### config.mk
export PLATFORM = sky130hd
export DESIGN_NAME = dword_ash_unit
export DESIGN_NICKNAME = d
export VERILOG_FILES = /design/src/rtl/dws_pkg.sv /design/src/rtl/dws_count_decode.sv /design/src/rtl/dws_datapath.sv /design/src/rtl/dws_flags.sv /design/src/rtl/dws_ctrl.sv /design/src/rtl/dword_ash_unit.sv
export SDC_FILE = /design/constraint.sdc
export NUM_CORES = 1
export LEC_CHECK = 0
export ABC_AREA = 1
export BUFFER_PORTS_ARGS = -buffer_cell sky130_fd_sc_hd__clkbuf_2
export CAP_MARGIN = 40
export CELL_PAD_IN_SITES_DETAIL_PLACEMENT = 1
export CELL_PAD_IN_SITES_GLOBAL_PLACEMENT = 2
export CORE_UTILIZATION = 28
export CTS_BUF_LIST = sky130_fd_sc_hd__clkbuf_16
export DETAILED_ROUTE_END_ITERATION = 6
export PLACE_DENSITY = 0.78
export SLEW_MARGIN = 20
export SYNTH_ARGS = -nofsm -noshare
export SYNTH_HDL_FRONTEND = slang
export SYNTH_SLANG_ARGS = --single-unit
export TNS_END_PERCENT = 30
### constraint.sdc
create_clock -name clk -period 1.8 [get_ports clk]
set_input_delay 0.09 -clock clk [delete_from_list [all_inputs] [get_ports clk]]
set_output_delay 0.09 -clock clk [all_outputs]
set_load 0.05 [all_outputs]
### src/rtl/dws_pkg.sv
package dws_pkg;

    typedef enum logic [1:0] {
        SH_NONE,
        SH_LEFT,
        SH_FILL,
        SH_RIGHT
    } sh_kind_e;

    typedef enum logic [1:0] {
        ST_IDLE,
        ST_LEFT,
        ST_RIGHT,
        ST_DONE
    } ctl_state_e;

endpackage

### src/rtl/dws_count_decode.sv
module dws_count_decode
    import dws_pkg::*;
#(
    parameter int CNT_W = 6
) (
    input  logic [CNT_W-1:0] cnt,
    output sh_kind_e         kind,
    output logic [CNT_W-1:0] steps
);
    localparam logic [CNT_W-1:0] HALF_V = CNT_W'(1 << (CNT_W - 1));

    always_comb begin
        steps = '0;
        if (cnt == '0) begin
            kind = SH_NONE;
        end else if (cnt < HALF_V) begin
            kind  = SH_LEFT;
            steps = cnt;
        end else if (cnt == HALF_V) begin
            kind = SH_FILL;
        end else begin
            kind  = SH_RIGHT;
            steps = CNT_W'(0) - cnt;
        end
    end
endmodule

### src/rtl/dws_datapath.sv
module dws_datapath
    import dws_pkg::*;
#(
    parameter int DW    = 32,
    parameter int CNT_W = 6
) (
    input  logic             clk,
    input  logic             rst_n,
    input  logic             load,
    input  logic             shift_en,
    input  logic             dir_left,
    input  logic [DW-1:0]    op_in,
    input  sh_kind_e         kind_in,
    input  logic [CNT_W-1:0] steps_in,
    output logic [DW-1:0]    value,
    output logic             orig_sign,
    output logic             carry,
    output logic             v_sticky,
    output sh_kind_e         kind_q,
    output logic             last_step
);
    logic [DW-1:0]    shl_next;
    logic [DW-1:0]    shr_next;
    logic [CNT_W-1:0] remain;

    for (genvar i = 0; i < DW; i++) begin : g_bit
        if (i == 0) begin : g_lsb
            assign shl_next[i] = 1'b0;
        end else begin : g_mid_l
            assign shl_next[i] = value[i-1];
        end
        if (i == DW - 1) begin : g_msb
            assign shr_next[i] = value[DW-1];
        end else begin : g_mid_r
            assign shr_next[i] = value[i+1];
        end
    end

    assign last_step = (remain == CNT_W'(1));

    always_ff @(posedge clk or negedge rst_n) begin
        if (!rst_n) begin
            value     <= '0;
            orig_sign <= 1'b0;
            carry     <= 1'b0;
            v_sticky  <= 1'b0;
            kind_q    <= SH_NONE;
            remain    <= '0;
        end else if (load) begin
            kind_q    <= kind_in;
            orig_sign <= op_in[DW-1];
            v_sticky  <= 1'b0;
            remain    <= steps_in;
            unique case (kind_in)
                SH_FILL: begin
                    value <= {DW{op_in[DW-1]}};
                    carry <= op_in[DW-1];
                end
                default: begin
                    value <= op_in;
                    carry <= 1'b0;
                end
            endcase
        end else if (shift_en) begin
            remain <= remain - CNT_W'(1);
            if (dir_left) begin
                value <= shl_next;
                carry <= value[DW-1];
                if (shl_next[DW-1] != orig_sign) begin
                    v_sticky <= 1'b1;
                end
            end else begin
                value <= shr_next;
                carry <= value[0];
            end
        end
    end
endmodule

### src/rtl/dws_flags.sv
module dws_flags
    import dws_pkg::*;
#(
    parameter int DW = 32
) (
    input  logic [DW-1:0] value,
    input  logic          orig_sign,
    input  logic          carry,
    input  logic          v_sticky,
    input  sh_kind_e      kind_q,
    output logic          flag_n,
    output logic          flag_z,
    output logic          flag_v,
    output logic          flag_c
);
    always_comb begin
        flag_n = value[DW-1];
        flag_z = (value == '0);
        flag_c = carry;
        if (kind_q == SH_LEFT) begin
            flag_v = v_sticky;
        end else begin
            flag_v = orig_sign ^ value[DW-1];
        end
    end
endmodule

### src/rtl/dws_ctrl.sv
module dws_ctrl
    import dws_pkg::*;
(
    input  logic       clk,
    input  logic       rst_n,
    input  logic       start,
    input  sh_kind_e   kind_in,
    input  logic       last_step,
    output logic       load,
    output logic       shift_en,
    output logic       dir_left,
    output logic       busy,
    output logic       done
);
    ctl_state_e state_q;
    ctl_state_e state_d;

    always_ff @(posedge clk or negedge rst_n) begin
        if (!rst_n) begin
            state_q <= ST_IDLE;
        end else begin
            state_q <= state_d;
        end
    end

    always_comb begin
        state_d = state_q;
        unique case (state_q)
            ST_IDLE: begin
                if (start) begin
                    unique case (kind_in)
                        SH_LEFT:  state_d = ST_LEFT;
                        SH_RIGHT: state_d = ST_RIGHT;
                        default:  state_d = ST_DONE;
                    endcase
                end
            end
            ST_LEFT, ST_RIGHT: begin
                if (last_step) begin
                    state_d = ST_DONE;
                end
            end
            ST_DONE: state_d = ST_IDLE;
            default: state_d = ST_IDLE;
        endcase
    end

    always_comb begin
        load     = (state_q == ST_IDLE) && start;
        shift_en = (state_q == ST_LEFT) || (state_q == ST_RIGHT);
        dir_left = (state_q == ST_LEFT);
        busy     = (state_q != ST_IDLE);
        done     = (state_q == ST_DONE);
    end
endmodule

### src/rtl/dword_ash_unit.sv
module dword_ash_unit
    import dws_pkg::*;
#(
    parameter int WORD_W = 16
) (
    input  logic              clk,
    input  logic              rst_n,
    input  logic              start,
    input  logic [WORD_W-1:0] op_hi,
    input  logic [WORD_W-1:0] op_lo,
    input  logic [WORD_W-1:0] shift_cnt,
    output logic              busy,
    output logic              done,
    output logic [WORD_W-1:0] res_hi,
    output logic [WORD_W-1:0] res_lo,
    output logic              flag_n,
    output logic              flag_z,
    output logic              flag_v,
    output logic              flag_c
);
    localparam int DW    = 2 * WORD_W;
    localparam int CNT_W = $clog2(DW) + 1;

    sh_kind_e         dec_kind;
    sh_kind_e         kind_q;
    logic [CNT_W-1:0] dec_steps;
    logic [DW-1:0]    value;
    logic             orig_sign;
    logic             carry;
    logic             v_sticky;
    logic             last_step;
    logic             load;
    logic             shift_en;
    logic             dir_left;

    dws_count_decode #(.CNT_W(CNT_W)) u_dec (
        .cnt   (shift_cnt[CNT_W-1:0]),
        .kind  (dec_kind),
        .steps (dec_steps)
    );

    dws_ctrl u_ctrl (
        .clk       (clk),
        .rst_n     (rst_n),
        .start     (start),
        .kind_in   (dec_kind),
        .last_step (last_step),
        .load      (load),
        .shift_en  (shift_en),
        .dir_left  (dir_left),
        .busy      (busy),
        .done      (done)
    );

    dws_datapath #(.DW(DW), .CNT_W(CNT_W)) u_dp (
        .clk       (clk),
        .rst_n     (rst_n),
        .load      (load),
        .shift_en  (shift_en),
        .dir_left  (dir_left),
        .op_in     ({op_hi, op_lo}),
        .kind_in   (dec_kind),
        .steps_in  (dec_steps),
        .value     (value),
        .orig_sign (orig_sign),
        .carry     (carry),
        .v_sticky  (v_sticky),
        .kind_q    (kind_q),
        .last_step (last_step)
    );

    dws_flags #(.DW(DW)) u_flags (
        .value     (value),
        .orig_sign (orig_sign),
        .carry     (carry),
        .v_sticky  (v_sticky),
        .kind_q    (kind_q),
        .flag_n    (flag_n),
        .flag_z    (flag_z),
        .flag_v    (flag_v),
        .flag_c    (flag_c)
    );

    assign res_hi = value[DW-1:WORD_W];
    assign res_lo = value[WORD_W-1:0];
endmodule

Word level (Yosys, flattened, before mapping)
Index checks and enable logic that the tools add are counted.
{"block": "classes", "muxes": 25, "n_lt_le_gt_ge": 1, "bitwise": 1, "n_eq_ne": 12, "n_reduce_logical": 13, "n_addsub": 2}
{"op": "32-bit two-way mux", "n": 3}
{"op": "32-bit zero test", "n": 1}
{"op": "31-bit two-way mux", "n": 1}
{"op": "6-bit two-way mux", "n": 5}
{"op": "1-bit two-way mux", "n": 10}
{"op": "2-bit equality test (second input constant)", "n": 4}
{"op": "2-bit two-way mux", "n": 4}
{"op": "2-bit nonzero test", "n": 4}
{"op": "2-bit by 1-bit equality test with 1-bit output (second input constant)", "n": 3}
{"op": "6-bit by 1-bit equality test with 1-bit output (second input constant)", "n": 1}
{"op": "6-bit equality test (second input constant)", "n": 1}
{"op": "6-bit zero test", "n": 1}
{"op": "6-bit < comparator (second input constant)", "n": 1}
{"op": "2-bit one-hot mux with 3 select lines", "n": 1}
{"op": "1-bit by 6-bit subtractor with 6-bit output (first input constant)", "n": 1}
{"op": "6-bit by 1-bit subtractor with 6-bit output (second input constant)", "n": 1}
{"op": "2-bit inequality test (second input constant)", "n": 2}
{"op": "2-bit one-hot mux with 2 select lines", "n": 1}
{"op": "2-bit AND reduction", "n": 2}
{"op": "3-bit AND reduction", "n": 1}
{"op": "2-bit zero test", "n": 1}
{"op": "2-bit OR reduction", "n": 1}
{"op": "1-bit logical AND", "n": 1}
{"op": "1-bit logical OR", "n": 1}
{"op": "other kinds (2)", "n": 2}
{"block": "totals", "regBits": 45, "input_bits": 51, "out_inout_bits": 38, "word_cells": 62}

Longest topological paths before layout
{"block": "logic_depth", "depth_word": 8, "mapped_depth": 11, "depth_no_buf": 9}

By module
A second synthesis with hierarchy kept.
{"block": "unflattened", "cells_unflattened": 509, "hier_area_um2": 3176.8}
{"module": "dws_datapath", "area_each_um2": 2678.8, "cells_per_inst": 411, "n_inst": 1}
{"module": "dws_ctrl", "area_each_um2": 186.4, "cells_per_inst": 30, "n_inst": 1}
{"module": "dws_flags", "area_each_um2": 161.4, "cells_per_inst": 38, "n_inst": 1}
{"module": "dws_count_decode", "area_each_um2": 150.1, "cells_per_inst": 30, "n_inst": 1}

Worst setup path after synthesis
OpenSTA, ideal clock, no wires.
{"block": "synth_path", "path_kind": "register to output", "from": "register u_dp.value[31]", "to": "output port flag_v", "path_slack_ps": -177, "stages_incl_launch_ff": 3, "t_required_ps": 1710, "arrival_time_ps": 1887, "path_cell_list": "dfrtp_1 xnor2_1 o21ai_0"}
{"block": "synth_via", "elab_chain_cells": 2}
{"element": "start, declared", "line": "dws_datapath.sv:15", "text": "output logic [DW-1:0] value,"}
{"element": "start signal, assigned", "line": "dws_datapath.sv:56", "text": "value <= {DW{op_in[DW-1]}};"}
{"element": "start signal, assigned", "line": "dws_datapath.sv:60", "text": "value <= op_in;"}
{"element": "start signal, assigned", "line": "dws_datapath.sv:67", "text": "value <= shl_next;"}
{"element": "1-bit bitwise XOR", "line": "dws_flags.sv:23", "text": "flag_v = orig_sign ^ value[DW-1];"}
{"element": "1-bit two-way mux", "line": "dws_flags.sv:20", "text": "if (kind_q == SH_LEFT) begin"}
{"element": "end, declared", "line": "dword_ash_unit.sv:18", "text": "output logic flag_v,"}
No other way between the ends.

Final worst setup path
{"block": "layout_path", "from": "register u_dp.value[19]", "to": "output port flag_z"}
{"block": "layout_via", "elab_chain_cells": 1}
{"element": "32-bit zero test", "line": "dws_flags.sv:18", "text": "flag_z = (value == '0);"}
{"element": "end, declared", "line": "dword_ash_unit.sv:17", "text": "output logic flag_z,"}
No other way between the ends.

==> run_results.csv <==
group,metric,value,unit
run_status,status,"finished clean",
worst_setup_path,setup.worst_path.start_class,"register",
floorplanning,start_util,0.287,
yosys,synth_area_leader_cell,"dfrtp_1",
clock_tree,worstSkewPairLatency,0.30,ns
global_routing,overflow,0,
power_and_ir_drop,powerDensity,2130,nW/um^2
final_layout,diodes,0,
global_routing,grt_pass1_wl,16800,um
worst_setup_path,worstSetupPathType,"reg2out",
clock_tree,cts_tree,"built",
sta,hold_viol,0,
sta,min_period,1.72,ns
yosys,synthCells,452,
sta,setup_viol,0,
sta,fmax,583,MHz
final_layout,final_nets,592,
floorplanning,pin_count,89,
global_routing,grt_use_met1,0.245,
sta,skew,0.00930,ns
detailed_routing,wl,10200,um
global_routing,grt_pass1_vias,3282,
detailed_routing,vias_per_cell,4.82,
worst_setup_path,worst_ep_required_time,1.71,ns
sta,setup-tns-final,0,ns
global_routing,grt_usage,0.187,
floorplanning,rows,38,
placement,post-dp-hpwl,7500,um
final_layout,areaGrowthSynthToFinish,26.9,%
yosys,ys.flop_type,"dfrtp_1",
placement,port_buffers,78,
yosys,synthArstFlopShare,1.00,
yosys,synth-edff-count,0,
yosys,netlist_area,3100,um^2
clock_tree,cts_root_buf,"clkbuf_16",
yosys,synth_area_leaders,"dfrtp_1 (36%), nand2_1 (18%), nand3_1 (8.4%)",
floorplanning,dieArea,11500,um^2
power_and_ir_drop,vdd_drop_max,612,uV
clock_tree,clkTransAtPathRegs,0.07,ns
global_routing,grtUsageMet2,0.323,
yosys,yosysSeqAreaShare,0.364,
floorplanning,core_area,10800,um^2
worst_setup_path,path_max_fanout,5,
global_routing,antenna_found_initial,0,
clock_tree,cts_buffer_depth,2,
placement,gp_congestion,0.769,
detailed_routing,ant_nets,0,
global_routing,grt_max_degree,46,
yosys,synth_cell_types,32,
power_and_ir_drop,leakagePower,0.00213,uW
yosys,mappedNetlistNets,510,
global_routing,use_met3,0.0201,
flow_run,max-cap-violations,0,
clock_tree,cts_buffers,5,
clock_tree,htreeDepth,2,
detailed_routing,wire_per_inst,15.2,um
sta,maxSlewHeadroom,0.576,
yosys,ys_ff_latch,45,
final_layout,n_fill_cell,1369,
final_layout,drive_gt1_frac,0.256,
yosys,ys_warn_count,0,
clock_tree,cts.sinks,45,
sta,drv_slew,0,
global_routing,busiest_layer,"met2",
sta,fin_crit_sh,0.953,
floorplanning,die_height,107,um
worst_setup_path,endpoint_kind,"primary output",
detailed_routing,drc,0,
sta,worst_pin_slew,0.636,ns
yosys,yosysMostFrequentCell,"nand2_1",
yosys,netlist_top_cells_count,"nand2_1 (145), nand3_1 (52), a21oi_1 (49)",
final_layout,post-route-util,0.364,
yosys,syn_area_per_cell,6.85,um^2
final_layout,multi_input_comb_area,1700,um^2
detailed_routing,drt_iter0_drc,81,
yosys,synth_top_area_share,0.364,
final_layout,regArea,1130,um^2
min_path,hold_class,"in2reg",
floorplanning,die_w,107,um
worst_setup_path,cp_data_arrival_time,1.63,ns
detailed_routing,dr.pass1.iters,4,
detailed_routing,num_vias,3251,
per-stage QoR:
step	cells	hold WS (ns)	setup slack [ns]	total power (uW)	cell area, um^2
2_1_floorplan	452	-0.206	0.0356	5770	3100
3_3_place_gp	664	0.243	0.0148	7240	3710
3_5_place_dp	664	0.245	-0.0431	7370	3710
4_1_cts	674	0.0683	0.00249	8380	3880
5_1_grt	675	0.0988	-0.0304	9060	3930
6_report	675	0.0711	0.0848	8370	3930
path summary, 6_finish.rpt:
path	startpoint	cells after the start	end	slack, ns
min in group asynchronous	rst_n	3	u_dp.value[13]	0.44
max in group asynchronous	rst_n	3	u_dp.value[23]	0.93
max reg2reg	u_ctrl.state_q[1]	11	u_dp.value[24]	0.12
min reg2reg	u_dp.kind_q[1]	2	u_dp.kind_q[1]	0.49
max	u_dp.value[19]	4	flag_z	0.08
min	shift_cnt[0]	3	u_dp.remain[0]	0.07
routing by layer:
layer / part of all wire / vias to the layer above / routed length [um]
met1: 0.48 / 1555 / 4910
met3: 0.033 / 7 / 343
li1: - / 1622 / -
met5: 0 / - / 0
met2: 0.48 / 67 / 4880
met4: 0.011 / 0 / 112
report_power, final:
group          switching, uW  leakage [uW]  internal [uW]
clock network            445     0.0000621            516
logic                   3740       0.00149           1670
registers                524      0.000570           1480
total                   4710       0.00213           3660
registers in the layout (all words and copies together) (netlist names):
name	flops
u_ctrl.state_q	2
u_dp.remain	6
u_dp.kind_q	2
u_dp.carry	1
u_dp.orig_sign	1
u_dp.value	32
u_dp.v_sticky	1
area by class of cell:
cell class,instances,share of cell area
Tap cell,140,0.0446
Clock buffer,5,0.0318
Multi-Input combinational cell,341,0.432
Clock inverter,3,0.00573
Timing Repair Buffer,98,0.158
Sequential cell,45,0.287
Inverter,43,0.0417
critical path: stages, from the launching register on:
cell	delay [ns]
dfrtp_1	0.46
nor4_1	0.33
nand3_1	0.13
nor2_1	0.15
clkbuf_4	0.25
cells by family (layout without fill, tap and decap cells):
kind of cell	after synthesis	after routing	synth area share
compound gates	81	81	0.150
xor+xnor	2	2	0.00566
fa+ha+maj	7	7	0.0283
buf+inv	66	149	0.104
flops	45	45	0.364
simple gates	251	251	0.348
cells in the final DEF (no fill, tap or decap), types with 2 or more instances in the layout:
cell type,netlist,final
inv_2,5,5
nand2_2,0,2
clkbuf_16,0,5
nor2_2,1,2
nor4_1,4,2
clkinvlp_4,0,3
nor2_1,40,39
buf_4,3,13
buf_12,0,6
ha_1,7,6
a21oi_2,13,13
dfrtp_1,45,45
nand4_1,4,4
inv_1,37,37
o21ai_0,15,14
clkbuf_2,0,77
nand2_1,145,142
nand3_1,52,52
a21oi_1,49,49
what timing repair did:
| action | in CTS | in global routing |
|---|---|---|
| hold endpoints to repair | 45 | 0 |
| hold buffers | 1 | 0 |
| buffers inserted | 1 | 1 |
| setup endpoints to repair | 28 | 37 |
| pin swaps | 1 | 0 |
| resized for setup | 2 | 10 |
(Power assumes the default switching activity.)
